File: src/rtl/mem_route_pkg.sv
package mem_route_pkg;

    parameter int unsigned ADDR_W    = 40;
    parameter int unsigned TAG_LSB   = 24;
    parameter int unsigned REG_W     = 32;
    parameter int unsigned NODE_W    = 3;
    parameter int unsigned IL_W      = 3;
    parameter int unsigned IL_LSB    = 12;

    localparam int unsigned TAG_W    = ADDR_W - TAG_LSB;

    localparam logic [REG_W-1:0] START_KEEP = 32'hFFFF_0703;
    localparam logic [REG_W-1:0] END_KEEP   = 32'hFFFF_0707;

    typedef struct packed {
        logic [TAG_W-1:0] first;
        logic [IL_W-1:0]  il_code;
        logic             wr_ok;
        logic             rd_ok;
    } win_start_t;

    typedef struct packed {
        logic [TAG_W-1:0]  last;
        logic [IL_W-1:0]   il_sel;
        logic [NODE_W-1:0] node;
    } win_end_t;

    typedef struct packed {
        logic              legal;
        logic [IL_W-1:0]   mask;
    } il_decode_t;

    // Translate an interleave code into a compare mask on address bits 14:12.
    function automatic il_decode_t il_decode(input logic [IL_W-1:0] code);
        il_decode_t d;
        case (code)
            3'b000:  d = '{legal: 1'b1, mask: 3'b000};
            3'b001:  d = '{legal: 1'b1, mask: 3'b001};
            3'b011:  d = '{legal: 1'b1, mask: 3'b101};
            3'b111:  d = '{legal: 1'b1, mask: 3'b111};
            default: d = '{legal: 1'b0, mask: 3'b000};
        endcase
        return d;
    endfunction

    function automatic win_start_t start_from_word(input logic [REG_W-1:0] w);
        win_start_t s;
        s.first   = w[31:16];
        s.il_code = w[10:8];
        s.wr_ok   = w[1];
        s.rd_ok   = w[0];
        return s;
    endfunction

    function automatic win_end_t end_from_word(input logic [REG_W-1:0] w);
        win_end_t e;
        e.last   = w[31:16];
        e.il_sel = w[10:8];
        e.node   = w[2:0];
        return e;
    endfunction

    function automatic logic [REG_W-1:0] start_to_word(input win_start_t s);
        return {s.first, 5'b0, s.il_code, 6'b0, s.wr_ok, s.rd_ok};
    endfunction

    function automatic logic [REG_W-1:0] end_to_word(input win_end_t e);
        return {e.last, 5'b0, e.il_sel, 5'b0, e.node};
    endfunction

endpackage

File: src/rtl/mem_route_regs.sv
module mem_route_regs
    import mem_route_pkg::*;
#(
    parameter int unsigned WINDOWS = 8,
    localparam int unsigned WIN_W  = $clog2(WINDOWS),
    localparam int unsigned CFG_AW = WIN_W + 3
) (
    input  logic              clk,
    input  logic              rst,
    input  logic              cfg_we,
    input  logic [CFG_AW-1:2] cfg_sel,
    input  logic [REG_W-1:0]  cfg_wdata,
    output logic [REG_W-1:0]  cfg_rdata,
    output win_start_t        start_q [WINDOWS],
    output win_end_t          end_q   [WINDOWS]
);

    logic [WIN_W-1:0] win_idx;
    logic             pick_end;

    assign win_idx  = cfg_sel[CFG_AW-1:3];
    assign pick_end = cfg_sel[2];

    logic unused_wdata;
    assign unused_wdata = ^{cfg_wdata[15:11], cfg_wdata[7:3]};

    for (genvar i = 0; i < WINDOWS; i++) begin : g_win
        always_ff @(posedge clk) begin
            if (rst) begin
                start_q[i] <= '0;
                end_q[i]   <= '0;
            end else if (cfg_we && win_idx == WIN_W'(i)) begin
                if (pick_end) end_q[i]   <= end_from_word(cfg_wdata);
                else          start_q[i] <= start_from_word(cfg_wdata);
            end
        end
    end

    always_comb begin
        if (pick_end) cfg_rdata = end_to_word(end_q[win_idx]);
        else          cfg_rdata = start_to_word(start_q[win_idx]);
    end

endmodule

File: src/rtl/mem_route_match.sv
module mem_route_match
    import mem_route_pkg::*;
(
    input  win_start_t        win_start,
    input  win_end_t          win_end,
    input  logic [ADDR_W-1:0] req_addr,
    input  logic              req_write,
    output logic              hit
);

    logic [TAG_W-1:0] tag;
    logic [IL_W-1:0]  il_bits;
    il_decode_t       il;
    logic             in_span;
    logic             access_ok;
    logic             il_ok;

    assign tag     = req_addr[ADDR_W-1:TAG_LSB];
    assign il_bits = req_addr[IL_LSB+IL_W-1:IL_LSB];

    logic unused_addr;
    assign unused_addr = ^{req_addr[TAG_LSB-1:IL_LSB+IL_W], req_addr[IL_LSB-1:0]};

    always_comb begin
        il        = il_decode(win_start.il_code);
        in_span   = (tag >= win_start.first) && (tag <= win_end.last);
        access_ok = req_write ? win_start.wr_ok : win_start.rd_ok;
        il_ok     = il.legal && ((il_bits & il.mask) == (win_end.il_sel & il.mask));
        hit       = in_span && access_ok && il_ok;
    end

endmodule

File: src/rtl/mem_route_pick.sv
module mem_route_pick
    import mem_route_pkg::*;
#(
    parameter int unsigned WINDOWS = 8
) (
    input  logic              clk,
    input  logic              rst,
    input  logic              req_valid,
    input  logic [WINDOWS-1:0] win_hit,
    input  win_end_t          end_q [WINDOWS],
    output logic              rsp_hit,
    output logic [NODE_W-1:0] rsp_node
);

    logic              any_hit;
    logic [NODE_W-1:0] win_node;

    // Scan from the top so the lowest-numbered matching window is assigned last.
    always_comb begin
        any_hit  = 1'b0;
        win_node = '0;
        for (int i = WINDOWS - 1; i >= 0; i--) begin
            if (win_hit[i]) begin
                any_hit  = 1'b1;
                win_node = end_q[i].node;
            end
        end
    end

    always_ff @(posedge clk) begin
        if (rst) begin
            rsp_hit  <= 1'b0;
            rsp_node <= '0;
        end else if (req_valid && any_hit) begin
            rsp_hit  <= 1'b1;
            rsp_node <= win_node;
        end else begin
            rsp_hit  <= 1'b0;
            rsp_node <= '0;
        end
    end

endmodule

File: src/rtl/mem_route_dec.sv
module mem_route_dec
    import mem_route_pkg::*;
#(
    parameter int unsigned WINDOWS = 8,
    localparam int unsigned CFG_AW = $clog2(WINDOWS) + 3
) (
    input  logic              clk,
    input  logic              rst,
    input  logic              cfg_we,
    input  logic [CFG_AW-1:0] cfg_addr,
    input  logic [REG_W-1:0]  cfg_wdata,
    output logic [REG_W-1:0]  cfg_rdata,
    input  logic              req_valid,
    input  logic [ADDR_W-1:0] req_addr,
    input  logic              req_write,
    output logic              rsp_hit,
    output logic [NODE_W-1:0] rsp_node
);

    win_start_t         start_q [WINDOWS];
    win_end_t           end_q   [WINDOWS];
    logic [WINDOWS-1:0] win_hit;

    logic unused_offset;
    assign unused_offset = ^cfg_addr[1:0];

    mem_route_regs #(.WINDOWS(WINDOWS)) u_regs (
        .clk       (clk),
        .rst       (rst),
        .cfg_we    (cfg_we),
        .cfg_sel   (cfg_addr[CFG_AW-1:2]),
        .cfg_wdata (cfg_wdata),
        .cfg_rdata (cfg_rdata),
        .start_q   (start_q),
        .end_q     (end_q)
    );

    for (genvar i = 0; i < WINDOWS; i++) begin : g_match
        mem_route_match u_match (
            .win_start (start_q[i]),
            .win_end   (end_q[i]),
            .req_addr  (req_addr),
            .req_write (req_write),
            .hit       (win_hit[i])
        );
    end

    mem_route_pick #(.WINDOWS(WINDOWS)) u_pick (
        .clk       (clk),
        .rst       (rst),
        .req_valid (req_valid),
        .win_hit   (win_hit),
        .end_q     (end_q),
        .rsp_hit   (rsp_hit),
        .rsp_node  (rsp_node)
    );

endmodule

File: config.mk
export PLATFORM = sky130hd
export DESIGN_NAME = mem_route_dec
export DESIGN_NICKNAME = d
export VERILOG_FILES = /design/src/rtl/mem_route_pkg.sv /design/src/rtl/mem_route_regs.sv /design/src/rtl/mem_route_match.sv /design/src/rtl/mem_route_pick.sv /design/src/rtl/mem_route_dec.sv
export SDC_FILE = /design/constraint.sdc
export NUM_CORES = 1
export LEC_CHECK = 0
export BUFFER_PORTS_ARGS = -buffer_cell sky130_fd_sc_hd__buf_2
export CAP_MARGIN = 20
export CORE_ASPECT_RATIO = 0.7
export CORE_UTILIZATION = 62
export CTS_CLUSTER_DIAMETER = 30
export DETAILED_ROUTE_END_ITERATION = 12
export PLACE_DENSITY = 0.84
export RECOVER_POWER = 100
export SKIP_CTS_REPAIR_TIMING = 1
export SYNTH_ARGS = -nofsm -noshare
export SYNTH_HDL_FRONTEND = slang
export SYNTH_SLANG_ARGS = --single-unit
File: constraint.sdc
create_clock -name clk -period 2.75 [get_ports clk]
set_input_delay 0.4125 -clock clk [delete_from_list [all_inputs] [get_ports clk]]
set_output_delay 0.4125 -clock clk [all_outputs]
set_load 0.03 [all_outputs]
# Yosys cells after proc, flatten, opt, wreduce, memory -nomap -nowiden

Cells that the tools add are included.

Flip-flop bits (word level): 348

Order comparisons: 17
Bitwise logic cells: 19
Equality and inequality tests: 39
Muxes and demuxes: 40
Reduce and logical (&&, ||, !) cells: 67

Operator list:

| operator           | number |
|---|---|
| $ge 16x16->1       | 8 |
| $le 16x16->1       | 8 |
| $pmux 4 s4         | 8 |
| $bmux 22 s3        | 1 |
| $bmux 21 s3        | 1 |
| $and 3x3->3        | 16 |
| $mux 22            | 2 |
| $mux 21            | 2 |
| $logic_and 1x1->1  | 41 |
| $eq 3x3->1 const B | 12 |
| $mux 32            | 1 |
| $reduce_and 2->1   | 16 |
| $eq 3x2->1 const B | 10 |
| $eq 3x1->1 const B | 9 |
| $logic_not 3->1    | 9 |
| $eq 3x3->1         | 8 |
| $mux 3             | 8 |
| $mux 1             | 17 |
| $ge 4x4->1 const B | 1 |
| $not 3->4          | 1 |
| $not 1->1          | 2 |
| $reduce_or 2->1    | 1 |

# Longest topological paths before layout

Depth in word-level cells: 17
Gate-level depth with buffers: 11
Mapped depth without buffers: 10

# Modules after synthesis

A second synthesis with hierarchy kept.

Cell total of the unflattened synthesis: 2857
Area, all modules: 23216.0 um^2

Modules (own cells, without submodules):

| module          | cells each | seq. area each (um^2) | instances | area an instance (um^2) |
|---|---|---|---|---|
| mem_route_regs  | 1872       | 6886.6                | 1         | 15937.8 |
| mem_route_match | 117        | 0.0                   | 8         | 867.1 |
| mem_route_pick  | 49         | 80.1                  | 1         | 341.6 |

# Worst setup path after synthesis

Ideal clock, no wire load.

Kind: in2out
Start point: input cfg_addr[4]
End point: output cfg_rdata[19]
Data required time: 2338 ps
Stages on the path: 4
Path slack: 8 ps
Data arrival time: 2329 ps
Buffers on the path: 2
Cells stage by stage: buf_2 buf_1 mux4_2 mux4_2

Cells in the longest elaborated chain, start to end: 5
Elaborated cells on any way between the ends: 8

Ends and longest elaborated chain:

| item                                                                   | line                                       | source |
|---|---|---|
| start, declared                                                        | mem_route_dec.sv:10                        | `input logic [CFG_AW-1:0] cfg_addr,` |
| $not 3->4 (implied by the code) *                                      | mem_route_regs.sv:40, mem_route_regs.sv:41 |  |
| $bmux 21 s3 or $bmux 22 s3 (tied branches)                             | mem_route_regs.sv:41, mem_route_regs.sv:40 |  |
| $mux 21 (implied by the code) or $mux 22 (tied branches) (2 in series) | mem_route_regs.sv:41, mem_route_regs.sv:40 |  |
| $mux 32 *                                                              | mem_route_regs.sv:40                       | `if (pick_end) cfg_rdata = end_to_word(end_q[win_idx]);` |
| end, declared                                                          | mem_route_dec.sv:12                        | `output logic [REG_W-1:0] cfg_rdata,` |

Mark *: on every way between the ends. The rest lies on a longest branch, timed or not. The select of a mux whose other input is x is not followed.

# Worst setup path after layout

Start point: register, netlist name u_regs.end_q[173]
End point: register u_pick.rsp_node[0]

Cells in the longest elaborated chain, start to end: 8
Elaborated cells on any way between the ends: 9

Ends and longest elaborated chain:

| item                              | line                  | source |
|---|---|---|
| $le 16x16->1 *                    | mem_route_match.sv:26 | `in_span = (tag >= win_start.first) && (tag <= win_end.last);` |
| $logic_and 1x1->1 *               | mem_route_match.sv:26 |  |
| $logic_and 1x1->1 * (2 in series) | mem_route_match.sv:29 | `hit = in_span && access_ok && il_ok;` |
| $mux 1                            | mem_route_pick.sv:23  | `if (win_hit[i]) begin` |
| $logic_and 1x1->1                 | mem_route_pick.sv:34  | `end else if (req_valid && any_hit) begin` |
| $not 1->1 (no line)               | -                     |  |
| $reduce_or 2->1 (no line)         | -                     |  |
| end signal, assigned              | mem_route_pick.sv:36  | `rsp_node <= win_node;` |
| end, declared                     | mem_route_pick.sv:12  | `output logic [NODE_W-1:0] rsp_node` |

Mark *: on every way between the ends. The rest lies on a longest branch, timed or not.
A chain may end at the register's enable or synchronous reset.

==> flow_summary.toml <==
[routing]
drc = 0
drtIter0Drc = 2846
routedWlPerCell_um = 22.5
drt-pass1-iter-count = 6
ant_nets = 0
routed-via-count = 21700
drt_wl_total_mm = 75.9
vias_per_cell = 6.44

[synthesis]
synth_area_um2 = 21900
avgSynthCellArea_um2 = 8.08
synth_area_leaders = "dfxtp_1, ha_1, nand2_1, mux4_2, a21oi_1"
yosysMostFrequentCell = "nand2_1"
ys_top_cells_by_count = "nand2_1, a21oi_1, dfxtp_1, ha_1, inv_1"
synth_top_area_cell = "dfxtp_1"
ys_seq_elements = 348
ys_types = 71
synth_flop_cell = "dfxtp_1"
synth_edf_count = 0
ys_seq_area_share_pct = 31.8
syn_inst = 2714
synthArstFlopShare_pct = 0
ys_warn_count = 0
synth.top_cell.area_share_pct = 31.8

[timing]
setup_viol = 2
slew_violations = 23
fin_crit_sh_pct = 100
slew_headroom_pct = -5.84
worst_pin_slew_ns = 1.59
fin_skew_ns = 0.0225
hold_violations = 0
holdWs_ns = 0.144
fmax_ghz = 0.363
fin_ws_ns = -0.00571
period_minus_slack_ns = 2.76

[global_route]
grt_pass1_wl_mm = 115
grt_pass1_vias = 20700
antenna_found_initial = 1
grt_overflow = 0
grt_usage_pct = 41.4
grt_max_degree = 83

[floorplanning]
die_h_um = 159
core_um2 = 34700
core.rowCount = 57
die_w_um = 227
num_io_pins = 119
start_util_pct = 63.1
die-area_um2 = 36100

[cells_and_area]
nets = 3184
drive_gt1_share_pct = 17.1
area_delta_synth_final_pct = 18.5

[worst_setup_path]
crit_path_start_kind = "flop"
ff2ff_setup_slack_ns = -0.006
critical_path_class = "reg2reg"
endpoint_kind = "flop"
worst-path-max-fanout = 6
crit_arrival_ns = 3.24
required_ns = 3.23

[clock_tree]
cts_root_buf = "clkbuf_16"
clkSinkCount = 348
cts-buffers-inserted = 61
cts-htree-levels = 2
clkSlewWorstSetupHoldPaths_ns = 0.06
cts_max_path_buffers = 3
clkLatencyLatePin_ns = 0.60
cts_tree = "built"

[placed_design]
portBuffers = 75
dp_hpwl_mm = 54.4
gp_congestion = 1.07

[pwr]
power.total_mw = 14.9
power-per-cell-area_nw_per_um2 = 574
p_leak_nw = 9.40
ir_drop_mv = 0.550

[flow_run]
drv_cap = 1

[outcome]
status = "finished with violations"
failed_checks = "max-capacitance violations, max-slew violations, negative setup slack"

[worst_hold_path]
hold_class = "in2reg"
==> logic make-up after synthesis <==
kind of cell / count (synthesis) / synth area share (%)
fa+ha+maj: 256 / 14.6
other cells: 1 / 0.0171
simple gates: 935 / 17.6
mux: 119 / 11.5
flops: 348 / 31.8
buf+inv: 442 / 7.89
compound gates: 589 / 15.6
xor+xnor: 24 / 0.959
==> final timing paths <==
path                                                     start                             end  cells past startpoint
worst max-delay path            u_regs.end_q[173]$_SDFFE_PP0P_   u_pick.rsp_node[0]$_SDFF_PP0_                     11
worst min-delay path                              cfg_wdata[2]   u_regs.end_q[24]$_SDFFE_PP0P_                      3
worst max register to register  u_regs.end_q[173]$_SDFFE_PP0P_   u_pick.rsp_node[0]$_SDFF_PP0_                     11
worst min register to register  u_regs.end_q[172]$_SDFFE_PP0P_  u_regs.end_q[172]$_SDFFE_PP0P_                      2
==> sequential cells by signal, indices dropped and copies added (netlist names) <==
name / count
u_regs.end_q: 176
u_regs.start_q: 168
u_pick.rsp_node: 3
u_pick.rsp_hit: 1
==> critical path, cell delays in order, from the launching register on <==
cell and delay [ns]:
dfxtp_2 0.36, inv_1 0.07, ha_1 0.30, nand4_1 0.23
nor4_4 0.30, a21bo_1 0.32, and4_1 0.23, o211ai_2 0.17
buf_6 0.17, o211a_1 0.16, and4_4 0.27, a211oi_2 0.06
==> routing by layer <==
layer | vias to the layer above | GRT usage (%) | share of wire, %
met1 | 10200 | 54.6 | 37
met5 | - | 0 | 0
li1 | 9565 | - | -
met4 | 0 | 21.6 | 5.6
met3 | 320 | 13.9 | 15
met2 | 1667 | 59.8 | 42
==> through the flow <==
step	util, %	area (um^2)	TNS, ns	std cells	setup slack, ns
3_5_place_dp	68.3	23700	-2.07	3252	-0.537
5_1_grt	74.8	26000	-0.0643	3369	-0.0333
3_3_place_gp	68.3	23700	-1.45	3252	-0.370
4_1_cts	74.7	25900	-0.832	3367	-0.218
6_report	74.8	26000	-0.00580	3370	-0.00571
2_1_floorplan	-	22000	0	2723	0.00839
==> power breakdown <==
| part | internal (mW) | total [mW] | switching (mW) | leakage [nW] |
|---|---|---|---|---|
| logic | 0.636 | 1.66 | 1.03 | 5.51 |
| clock network | 5.16 | 8.08 | 2.92 | 1.07 |
| registers | 5.11 | 5.17 | 0.0559 | 2.81 |
| total | 10.9 | 14.9 | 4.00 | 9.40 |
==> cells in the final DEF, fill, tap and decap left out, types with 10 or more instances in the layout <==
| master | n |
|---|---|
| dfxtp_1 | 341 |
| clkbuf_1 | 18 |
| conb_1 | 10 |
| xnor2_1 | 15 |
| clkbuf_2 | 33 |
| a211oi_1 | 12 |
| mux4_2 | 107 |
| o211ai_1 | 12 |
| nor2_1 | 41 |
| nand2_1 | 754 |
| clkbuf_16 | 62 |
| nor3_1 | 11 |
| o21ai_0 | 38 |
| buf_4 | 131 |
| inv_6 | 12 |
| ha_1 | 255 |
| buf_2 | 47 |
| nor2b_1 | 18 |
| nand3_1 | 20 |
| inv_1 | 253 |
| mux2i_1 | 12 |
| buf_12 | 18 |
| a21oi_1 | 408 |
| a21o_1 | 21 |
| nand4_1 | 39 |
==> final cells by class <==
type	instances	area [um^2]
inverter	254	953
timing repair buffer	247	1850
fill	2438	8740
clock buffer	70	1620
clock inverter	45	583
sequential	348	6980
multi-input combinational	1933	13400
tap	472	591
antenna	1	2.50
No activity file was read; power rests on OpenSTA's default activity.
